$ cat config.mk
export PLATFORM = sky130hd
export DESIGN_NAME = ir_rx_frontend
export DESIGN_NICKNAME = d
export VERILOG_FILES = /design/src/rtl/ir_rx_pkg.sv /design/src/rtl/ir_rx_queue.sv /design/src/rtl/ir_rx_cfg.sv /design/src/rtl/ir_rx_irq.sv /design/src/rtl/ir_rx_frontend.sv
export SDC_FILE = /design/constraint.sdc
export NUM_CORES = 1
export LEC_CHECK = 0
export BUFFER_PORTS_ARGS = -buffer_cell sky130_fd_sc_hd__buf_2
export CORE_ASPECT_RATIO = 1.1
export CORE_MARGIN = 2
export CORE_UTILIZATION = 50
export DETAILED_ROUTE_END_ITERATION = 6
export PLACE_DENSITY = 0.77
export SKIP_CTS_REPAIR_TIMING = 1
export SLEW_MARGIN = 20
export SYNTH_ARGS = -nofsm -noshare
export SYNTH_HDL_FRONTEND = slang
export SYNTH_SLANG_ARGS = --single-unit
$ cat constraint.sdc
create_clock -name clk -period 6.06 [get_ports clk]
set_clock_uncertainty 0.2 [all_clocks]
set_input_delay 1.212 -clock clk [delete_from_list [all_inputs] [get_ports clk]]
set_output_delay 1.212 -clock clk [all_outputs]
set_load 0.05 [all_outputs]
$ cat src/rtl/ir_rx_pkg.sv
package ir_rx_pkg;

    localparam logic [7:0] OFS_CTRL  = 8'h00;
    localparam logic [7:0] OFS_RXCFG = 8'h10;
    localparam logic [7:0] OFS_DATA  = 8'h20;
    localparam logic [7:0] OFS_IEN   = 8'h2C;
    localparam logic [7:0] OFS_STAT  = 8'h30;

    localparam int BIT_OVF   = 0;
    localparam int BIT_PEND  = 1;
    localparam int BIT_AVAIL = 4;
    localparam int CNT_LSB   = 8;

    typedef enum logic [2:0] {
        ACC_NONE, ACC_CTRL, ACC_RXCFG, ACC_DATA, ACC_IEN, ACC_STAT
    } acc_e;

    typedef struct packed {
        logic [1:0] mode;
        logic       rx_on;
        logic       glb_on;
    } ctrl_t;

    typedef struct packed {
        logic avail;
        logic pend;
        logic ovf;
    } flags_t;

    function automatic acc_e decode_ofs(input logic [7:0] a);
        case (a)
            OFS_CTRL:  return ACC_CTRL;
            OFS_RXCFG: return ACC_RXCFG;
            OFS_DATA:  return ACC_DATA;
            OFS_IEN:   return ACC_IEN;
            OFS_STAT:  return ACC_STAT;
            default:   return ACC_NONE;
        endcase
    endfunction

    function automatic logic [31:0] place_flags(input flags_t f);
        logic [31:0] r;
        r = '0;
        r[BIT_OVF]   = f.ovf;
        r[BIT_PEND]  = f.pend;
        r[BIT_AVAIL] = f.avail;
        return r;
    endfunction

    function automatic flags_t pick_flags(input logic [31:0] w);
        flags_t f;
        f.ovf   = w[BIT_OVF];
        f.pend  = w[BIT_PEND];
        f.avail = w[BIT_AVAIL];
        return f;
    endfunction

endpackage

$ cat src/rtl/ir_rx_queue.sv
module ir_rx_queue #(
    parameter int DEPTH = 16,
    parameter int DW    = 8,
    localparam int AW    = $clog2(DEPTH),
    localparam int CNT_W = AW + 1
) (
    input  logic             clk,
    input  logic             rst,
    input  logic             push,
    input  logic [DW-1:0]    din,
    input  logic             pop,
    output logic [DW-1:0]    dout,
    output logic             empty,
    output logic             full,
    output logic             drop,
    output logic [CNT_W-1:0] count
);

    logic [DW-1:0] mem [DEPTH];
    logic [AW-1:0] wptr, rptr;
    logic          do_push, do_pop;

    assign empty   = (count == '0);
    assign full    = (count == CNT_W'(DEPTH));
    assign do_pop  = pop && !empty;
    assign do_push = push && (!full || do_pop);
    assign drop    = push && full && !do_pop;
    assign dout    = mem[rptr];

    always_ff @(posedge clk) begin
        if (do_push) mem[wptr] <= din;
    end

    always_ff @(posedge clk) begin
        if (rst) begin
            wptr  <= '0;
            rptr  <= '0;
            count <= '0;
        end else begin
            if (do_push) wptr <= wptr + AW'(1);
            if (do_pop)  rptr <= rptr + AW'(1);
            case ({do_push, do_pop})
                2'b10:   count <= count + CNT_W'(1);
                2'b01:   count <= count - CNT_W'(1);
                default: count <= count;
            endcase
        end
    end


    cnt_bound_chk: assert property (@(posedge clk) disable iff (rst)
        count <= CNT_W'(DEPTH));


    empty_pop_chk: assert property (@(posedge clk) disable iff (rst)
        (pop && empty && !push) |=> (count == '0));


    full_drop_chk: assert property (@(posedge clk) disable iff (rst)
        (push && full && !pop) |=> (count == CNT_W'(DEPTH)) && $stable(wptr));

endmodule

$ cat src/rtl/ir_rx_cfg.sv
module ir_rx_cfg
    import ir_rx_pkg::*;
#(
    parameter int CNT_W = 5
) (
    input  logic             clk,
    input  logic             rst,
    input  logic             wr_en,
    input  acc_e             acc,
    input  logic [31:0]      wdata,
    output ctrl_t            ctrl,
    output logic             invert,
    output flags_t           ien,
    output logic [CNT_W-1:0] level
);

    always_ff @(posedge clk) begin
        if (rst) begin
            ctrl   <= '0;
            invert <= 1'b0;
            ien    <= '0;
            level  <= '0;
        end else if (wr_en) begin
            case (acc)
                ACC_CTRL: begin
                    ctrl.glb_on <= wdata[0];
                    ctrl.rx_on  <= wdata[1];
                    ctrl.mode   <= wdata[5:4];
                end
                ACC_RXCFG: invert <= wdata[2];
                ACC_IEN: begin
                    ien   <= pick_flags(wdata);
                    level <= wdata[CNT_LSB +: CNT_W];
                end
                default: ;
            endcase
        end
    end

endmodule

$ cat src/rtl/ir_rx_irq.sv
module ir_rx_irq
    import ir_rx_pkg::*;
#(
    parameter int CNT_W = 5
) (
    input  logic             clk,
    input  logic             rst,
    input  logic             ev_ovf,
    input  logic             ev_pend,
    input  logic [CNT_W-1:0] count,
    input  logic [CNT_W-1:0] level,
    input  logic             clr_en,
    input  flags_t           clr_mask,
    input  flags_t           ien,
    output flags_t           flags,
    output logic             irq
);

    flags_t set_v;

    always_comb begin
        set_v.ovf   = ev_ovf;
        set_v.pend  = ev_pend;
        set_v.avail = (count > level);
    end

    always_ff @(posedge clk) begin
        if (rst) begin
            flags <= '0;
        end else begin
            // a set in the same cycle overrides a clear
            flags <= set_v | (flags & ~(clr_en ? clr_mask : flags_t'('0)));
        end
    end

    assign irq = |(flags & ien);


    avail_set_chk: assert property (@(posedge clk) disable iff (rst)
        (count > level) |=> flags.avail);


    ovf_set_chk: assert property (@(posedge clk) disable iff (rst)
        ev_ovf |=> flags.ovf);


    hold_chk: assert property (@(posedge clk) disable iff (rst)
        (!clr_en && flags.pend) |=> flags.pend);

endmodule

$ cat src/rtl/ir_rx_frontend.sv
module ir_rx_frontend
    import ir_rx_pkg::*;
#(
    parameter int DEPTH = 16,
    localparam int AW    = $clog2(DEPTH),
    localparam int CNT_W = AW + 1
) (
    input  logic        clk,
    input  logic        rst,
    input  logic        reg_sel,
    input  logic        reg_wr,
    input  logic [7:0]  reg_addr,
    input  logic [31:0] reg_wdata,
    output logic [31:0] reg_rdata,
    input  logic        sym_valid,
    input  logic [7:0]  sym_byte,
    input  logic        pkt_end,
    output logic [1:0]  cfg_mode,
    output logic        cfg_invert,
    output logic        irq
);

    acc_e             acc;
    logic             wr_en, rd_en, pop, cap_en;
    ctrl_t            ctrl;
    flags_t           ien, flags;
    logic [CNT_W-1:0] level, count;
    logic [7:0]       head;
    logic             empty, full, drop;

    assign acc    = decode_ofs(reg_addr);
    assign wr_en  = reg_sel && reg_wr;
    assign rd_en  = reg_sel && !reg_wr;
    assign pop    = rd_en && (acc == ACC_DATA);
    assign cap_en = ctrl.glb_on && ctrl.rx_on;

    ir_rx_cfg #(.CNT_W(CNT_W)) u_cfg (
        .clk(clk), .rst(rst), .wr_en(wr_en), .acc(acc), .wdata(reg_wdata),
        .ctrl(ctrl), .invert(cfg_invert), .ien(ien), .level(level)
    );

    ir_rx_queue #(.DEPTH(DEPTH), .DW(8)) u_q (
        .clk(clk), .rst(rst), .push(sym_valid && cap_en), .din(sym_byte),
        .pop(pop), .dout(head), .empty(empty), .full(full), .drop(drop),
        .count(count)
    );

    ir_rx_irq #(.CNT_W(CNT_W)) u_irq (
        .clk(clk), .rst(rst), .ev_ovf(drop), .ev_pend(pkt_end && cap_en),
        .count(count), .level(level),
        .clr_en(wr_en && (acc == ACC_STAT)), .clr_mask(pick_flags(reg_wdata)),
        .ien(ien), .flags(flags), .irq(irq)
    );

    assign cfg_mode = ctrl.mode;

    always_comb begin
        reg_rdata = '0;
        case (acc)
            ACC_CTRL: begin
                reg_rdata[0]   = ctrl.glb_on;
                reg_rdata[1]   = ctrl.rx_on;
                reg_rdata[5:4] = ctrl.mode;
            end
            ACC_RXCFG: reg_rdata[2] = cfg_invert;
            ACC_DATA:  reg_rdata[7:0] = empty ? 8'h00 : head;
            ACC_IEN: begin
                reg_rdata = place_flags(ien);
                reg_rdata[CNT_LSB +: CNT_W] = level;
            end
            ACC_STAT: begin
                reg_rdata = place_flags(flags);
                reg_rdata[CNT_LSB +: CNT_W] = count;
            end
            default: ;
        endcase
    end


    gate_chk: assert property (@(posedge clk) disable iff (rst)
        (!cap_en && !pop) |=> $stable(count));


    gate_pend_chk: assert property (@(posedge clk) disable iff (rst)
        (!cap_en && !flags.pend) |=> !flags.pend);


    irq_quiet_chk: assert property (@(posedge clk) disable iff (rst)
        (ien == '0) |-> !irq);

endmodule

After elaboration in Yosys (flattened, before gate mapping)
Memory sizes are Yosys's and may differ from the RTL's. A register that Yosys moved wholly into a read port is not among the register bits.
Index checks and enable logic that the tools add are counted.
- add/sub/neg operators: 4
- muxes and demuxes: 14
- bitwise logic cells: 4
- reductions and logical operators: 23
- $lt $le $gt $ge: 1
- equality and inequality tests: 12
- operators by type and width (kind ; number):
    $eq A8 B6 Y1 const B ; 3
    $pmux W5 S2 ; 2
    $pmux W2 S4 ; 2
    $pmux W3 S5 ; 1
    $logic_and A1 B1 Y1 ; 11
    $add A4 B1 Y4 const B ; 2
    $eq A8 B5 Y1 const B ; 1
    $logic_not A8 Y1 ; 1
    $mux W4 ; 2
    $mux W8 ; 1
    $and A3 B3 Y3 ; 2
    $eq A3 B2 Y1 const B ; 2
    $eq A3 B3 Y1 const B ; 2
    $reduce_and A2 Y1 ; 3
    $add A5 B1 Y5 const B ; 1
    $eq A5 B5 Y1 const B ; 1
    $gt A5 B5 Y1 ; 1
    $logic_not A5 Y1 ; 1
    $sub A5 B1 Y5 const B ; 1
    $logic_not A1 Y1 ; 4
    $eq A3 B1 Y1 const B ; 1
    $mux W1 ; 3
    $mux W3 ; 1
    $not A3 Y3 ; 1
    other kinds (8) ; 8
- logic and storage cells: 73
- flip-flop bits (word level): 29
- bits in writable memories: 128
- output and inout port bits: 36
- memories kept: 1
- bits of input ports: 54
- memory list (memory ; words ; bits a word ; rd ports ; clocked after Yosys merged registers in ; wr ports ; RTL line ; source):
    u_q.mem ; 16 ; 8 ; 1 ; 1 ; 1 ; ir_rx_queue.sv:19 ; logic [DW-1:0] mem [DEPTH];

Depth between registers and ports, before layout
- depth after elaboration: 9
- depth in mapped cells: 14

Modules after synthesis
Synthesis repeated with hierarchy kept, for this count alone.
- cell total of the unflattened synthesis: 456
- area total of the unflattened synthesis: 7339.5 um2
- by module, submodules not included (module ; area each (um2) ; instances ; cells an instance):
    ir_rx_queue ; 5978.2 ; 1 ; 302
    ir_rx_cfg ; 613.1 ; 1 ; 57
    ir_rx_frontend ; 506.7 ; 1 ; 68
    ir_rx_irq ; 241.5 ; 1 ; 29

Worst setup path after synthesis
OpenSTA, ideal clock, no wires.
- path kind: input to output
- start point: in reg_addr[1]
- end point: out reg_rdata[0]
- buffers on the path: 0
- required time: 4.648 ns
- stages: 4
- setup slack: 1.463 ns
- data arrival time: 3.185 ns
- path through: or4_1 -> a211oi_2 -> nand3_1 -> o221ai_1
- word-level cells in the longest chain between the ends: 4
- ends and longest elaborated chain (element ; RTL line ; source):
    start, declared ; ir_rx_frontend.sv:12 ; input logic [7:0] reg_addr,
    $eq A8 B6 Y1, or another cell as far along ; ir_rx_pkg.sv:31 ; case (a)
    $pmux W3 S5 (*) ; ir_rx_pkg.sv:31 ;
    $eq A3 B3 Y1, or another cell as far along ; ir_rx_frontend.sv:59 ; case (acc)
    $pmux W2 S4 (*) ; ir_rx_frontend.sv:59 ;
    end, declared ; ir_rx_frontend.sv:14 ; output logic [31:0] reg_rdata,
Mark *: on every way between the ends. The rest lies on a longest branch, timed or not.

Final worst setup path
- start point: in reg_addr[1]
- end point: out reg_rdata[1]
Same word-level chain as after synthesis.

==> metrics.md <==
| Metric | Value |
|---|---|
| Status | finished, final reports clean |
| Yosys warnings | 0 |
| Critical path class | in -> out |
| Syn_area_per_cell | 15.2 um^2 |
| Worst setup SP type | input pin |
| Lkg Pwr | 2.84 nW |
| Finished Core Util | 0.578 |
| Worst Path Required | 4.65 ns |
| Max-Cap Viols | 0 |
| Area grow syn2layout | 12.7% |
| Io pins | 90 |
| Count of pins over their slew limit | 0 |
| Clock root cell | clkbuf_16 |
| Port Buf Inserts | 48 |
| Worst EP arrival | 3.33 ns |
| Worst relative slew slack | 0.359 |
| Final WL | 14300 um |
| Share of post-route cells with drive strength above 1 | 0.241 |
| Nets | 576 |
| Critical Path Fanout Max | 8 |
| Initial Util | 0.512 |
| DRT Pass-1 Iters | 6 |
| Grt ovf | 0 |
| Vias in the first global route | 4036 |
| Largest net degree at the start of global routing | 38 |
| Min Tclk post-route | 4.74 ns |
| Sequential share of power | 0.516 |
| 1st-iter DRT viols | 440 |
| Final hold vios | 0 |
| Power Dens Cells | 289 mW/mm^2 |
| Final setup viols | 0 |
| Fmax | 211 MHz |
| H-tree Lvls | 4 |
| Final Cycle Share | 0.782 |
| FF-to-FF setup slack | 2.77 ns |
| Die Height | 129 um |
| Pint | 0.00181 W |
| Antenna violations before repair | 0 |
| Worst IR Drop VDD | 193 uV |
| Post-synth EDFFs | 128 |
| Switch Pwr | 0.000491 W |
| Placeable core area | 0.0138 mm^2 |
| DRC | 0 |
| CTS max path bufs | 2 |
| Die area | 0.0151 mm^2 |
| Synth cell types | 52 |
| Worst-path clk slew | 0.06 ns |
| DR WL/cell | 20.1 um |
| Drt via density | 5.80 |
| Worst reg2reg endpoint | u_q.count[4] |
| TritonCTS clock tree | yes |
| Commonest non-fill, non-tap cells in the layout | 128 x edfxtp_1, 48 x buf_2, 33 x nor2_1, 33 x dfxtp_1, 32 x mux4_2 |
| Seq/Total Area, Yosys | 0.637 |
| Setup TNS | 0 ns |
| Sw frac | 0.213 |
| CTS Sinks | 161 |
| Min-Delay Path Depth | 2 |
| Mapped cell area | 0.00707 mm^2 |
| Routed vias | 4119 |
| Gr usage total | 0.195 |
| Async SR Flop Fraction | 0 |
| RSZ-0062 raised after global routing | false |
| First-pass GRT wire length | 21900 um |
| Routed Antenna Nets | 0 |
| Worst setup EP type | output port |
| Dpl hpwl | 9240 um |
| Clk_lat worst skew | 0.42 ns |
| Main synth FF type | edfxtp_1 |
| Yosys reg bits | 161 |
| Clock power share | 0.456 |
| Chip width | 117 um |
| Num CTS Buffers | 17 |
| Worst Tran Pin Value | 0.960 ns |
| Most common cell after layout, fill and taps aside | edfxtp_1 |
| Min-Delay Path Class | reg -> reg |
| Ant diodes | 0 |
| R2R Path Start | u_q.count[0] |
| Logic pwr share | 0.027 |
| RD Place Congestion | 0.902 |
| Syn Inst Count | 464 |
| R2R depth | 10 |
| HP Start | u_irq.flags[2] |
| Row count | 45 |
| WHS Endpoint | u_irq.flags[2] |
[worst max-delay path, cell delays in order]
cell      delay (ns)
buf_2           0.12
nor4_4          0.49
nand3_1         0.12
or4_1           0.61
o211ai_1        0.43
buf_2           0.34
[flip-flops by register name, summed over array words and instances (netlist names), named ones only]
name	flops
u_q.count	5
u_cfg.ien	3
u_q.mem	128
u_cfg.ctrl	4
u_q.rptr	4
u_cfg.level	5
u_q.wptr	4
u_irq.flags	3
u_cfg.invert	1
[layout make-up]
type,instances,area [um^2]
inverters,17,63.8
clock buffers,18,429
well taps,188,235
fillers,1021,5830
clock inverters,14,155
multi-input cells,260,2310
repair buffers,52,270
flip-flops and latches,161,4500
[power groups by stage]
stage,logic [W],registers (W),clock network (W)
finish,0.0000632,0.00119,0.00105
global route,0.0000676,0.00119,0.00111
CTS,0.0000626,0.00119,0.00107
detailed placement,0.0000619,0.00121,0
global placement,0.0000598,0.00121,0
floorplan,0.0000458,0.00121,0
[Yosys cell counts, types with 5 or more instances]
| cell type | number | share of area |
|---|---|---|
| buf_4 | 21 | 0.022 |
| clkbuf_1 | 11 | 0.0058 |
| edfxtp_1 | 128 | 0.54 |
| o21ai_0 | 6 | 0.0042 |
| buf_2 | 11 | 0.0078 |
| nor2b_1 | 6 | 0.0053 |
| o211ai_1 | 5 | 0.0053 |
| ha_1 | 13 | 0.023 |
| mux2i_1 | 28 | 0.040 |
| nor2_1 | 33 | 0.018 |
| nand4_1 | 11 | 0.0097 |
| nand3_1 | 7 | 0.0050 |
| a21oi_1 | 12 | 0.0085 |
| inv_1 | 17 | 0.0090 |
| dfxtp_1 | 33 | 0.093 |
| mux2_2 | 8 | 0.013 |
| mux4_2 | 32 | 0.10 |
| a22oi_1 | 7 | 0.0074 |
| and3_1 | 18 | 0.016 |
[metrics by stage]
step | hold slack (ns) | power, W | setup slack [ns] | instances | cell area, um^2
CTS | 0.300 | 0.00232 | 1.36 | 710 | 7970
floorplan | 0.253 | 0.00126 | 1.46 | 482 | 7130
global route | 0.330 | 0.00237 | 1.18 | 710 | 7970
detailed placement | 0.292 | 0.00128 | 1.37 | 678 | 7380
global placement | 0.266 | 0.00127 | 1.34 | 678 | 7380
finish | 0.306 | 0.00231 | 1.32 | 710 | 7970
[logic make-up (layout without fill, tap and decap cells)]
group | count (synthesis) | after routing | share of synthesized area
and+or+nand+nor | 104 | 104 | 0.0837
adders and majority gates | 13 | 13 | 0.0230
buffers and inverters | 61 | 101 | 0.0455
AOI/OAI and AO/OA | 52 | 52 | 0.0505
muxes | 68 | 68 | 0.154
other | 1 | 19 | 0.000531
DFF | 161 | 161 | 0.637
xor gates and xnor gates | 4 | 4 | 0.00496
[worst max path at each step]
stage	start	endpoint	slack (ns)	cells after the start
2_1_floorplan	reg_addr[1]	reg_rdata[0]	1.46	4
3_3_place_gp	reg_addr[1]	reg_rdata[0]	1.34	6
3_5_place_dp	reg_addr[1]	reg_rdata[0]	1.37	6
4_1_cts	reg_addr[1]	reg_rdata[5]	1.36	6
5_1_grt	reg_addr[1]	reg_rdata[1]	1.18	6
6_report	reg_addr[1]	reg_rdata[1]	1.32	6
[layer usage]
layer	GRT usage	routed length (um)	vias to the layer above
li1	-	-	1864
met1	0.245	5920	2035
met2	0.325	6990	194
met3	0.0572	1140	26
met4	0.0751	225	0
met5	0	0	-
Note: power is estimated with default switching activity, not from simulation.
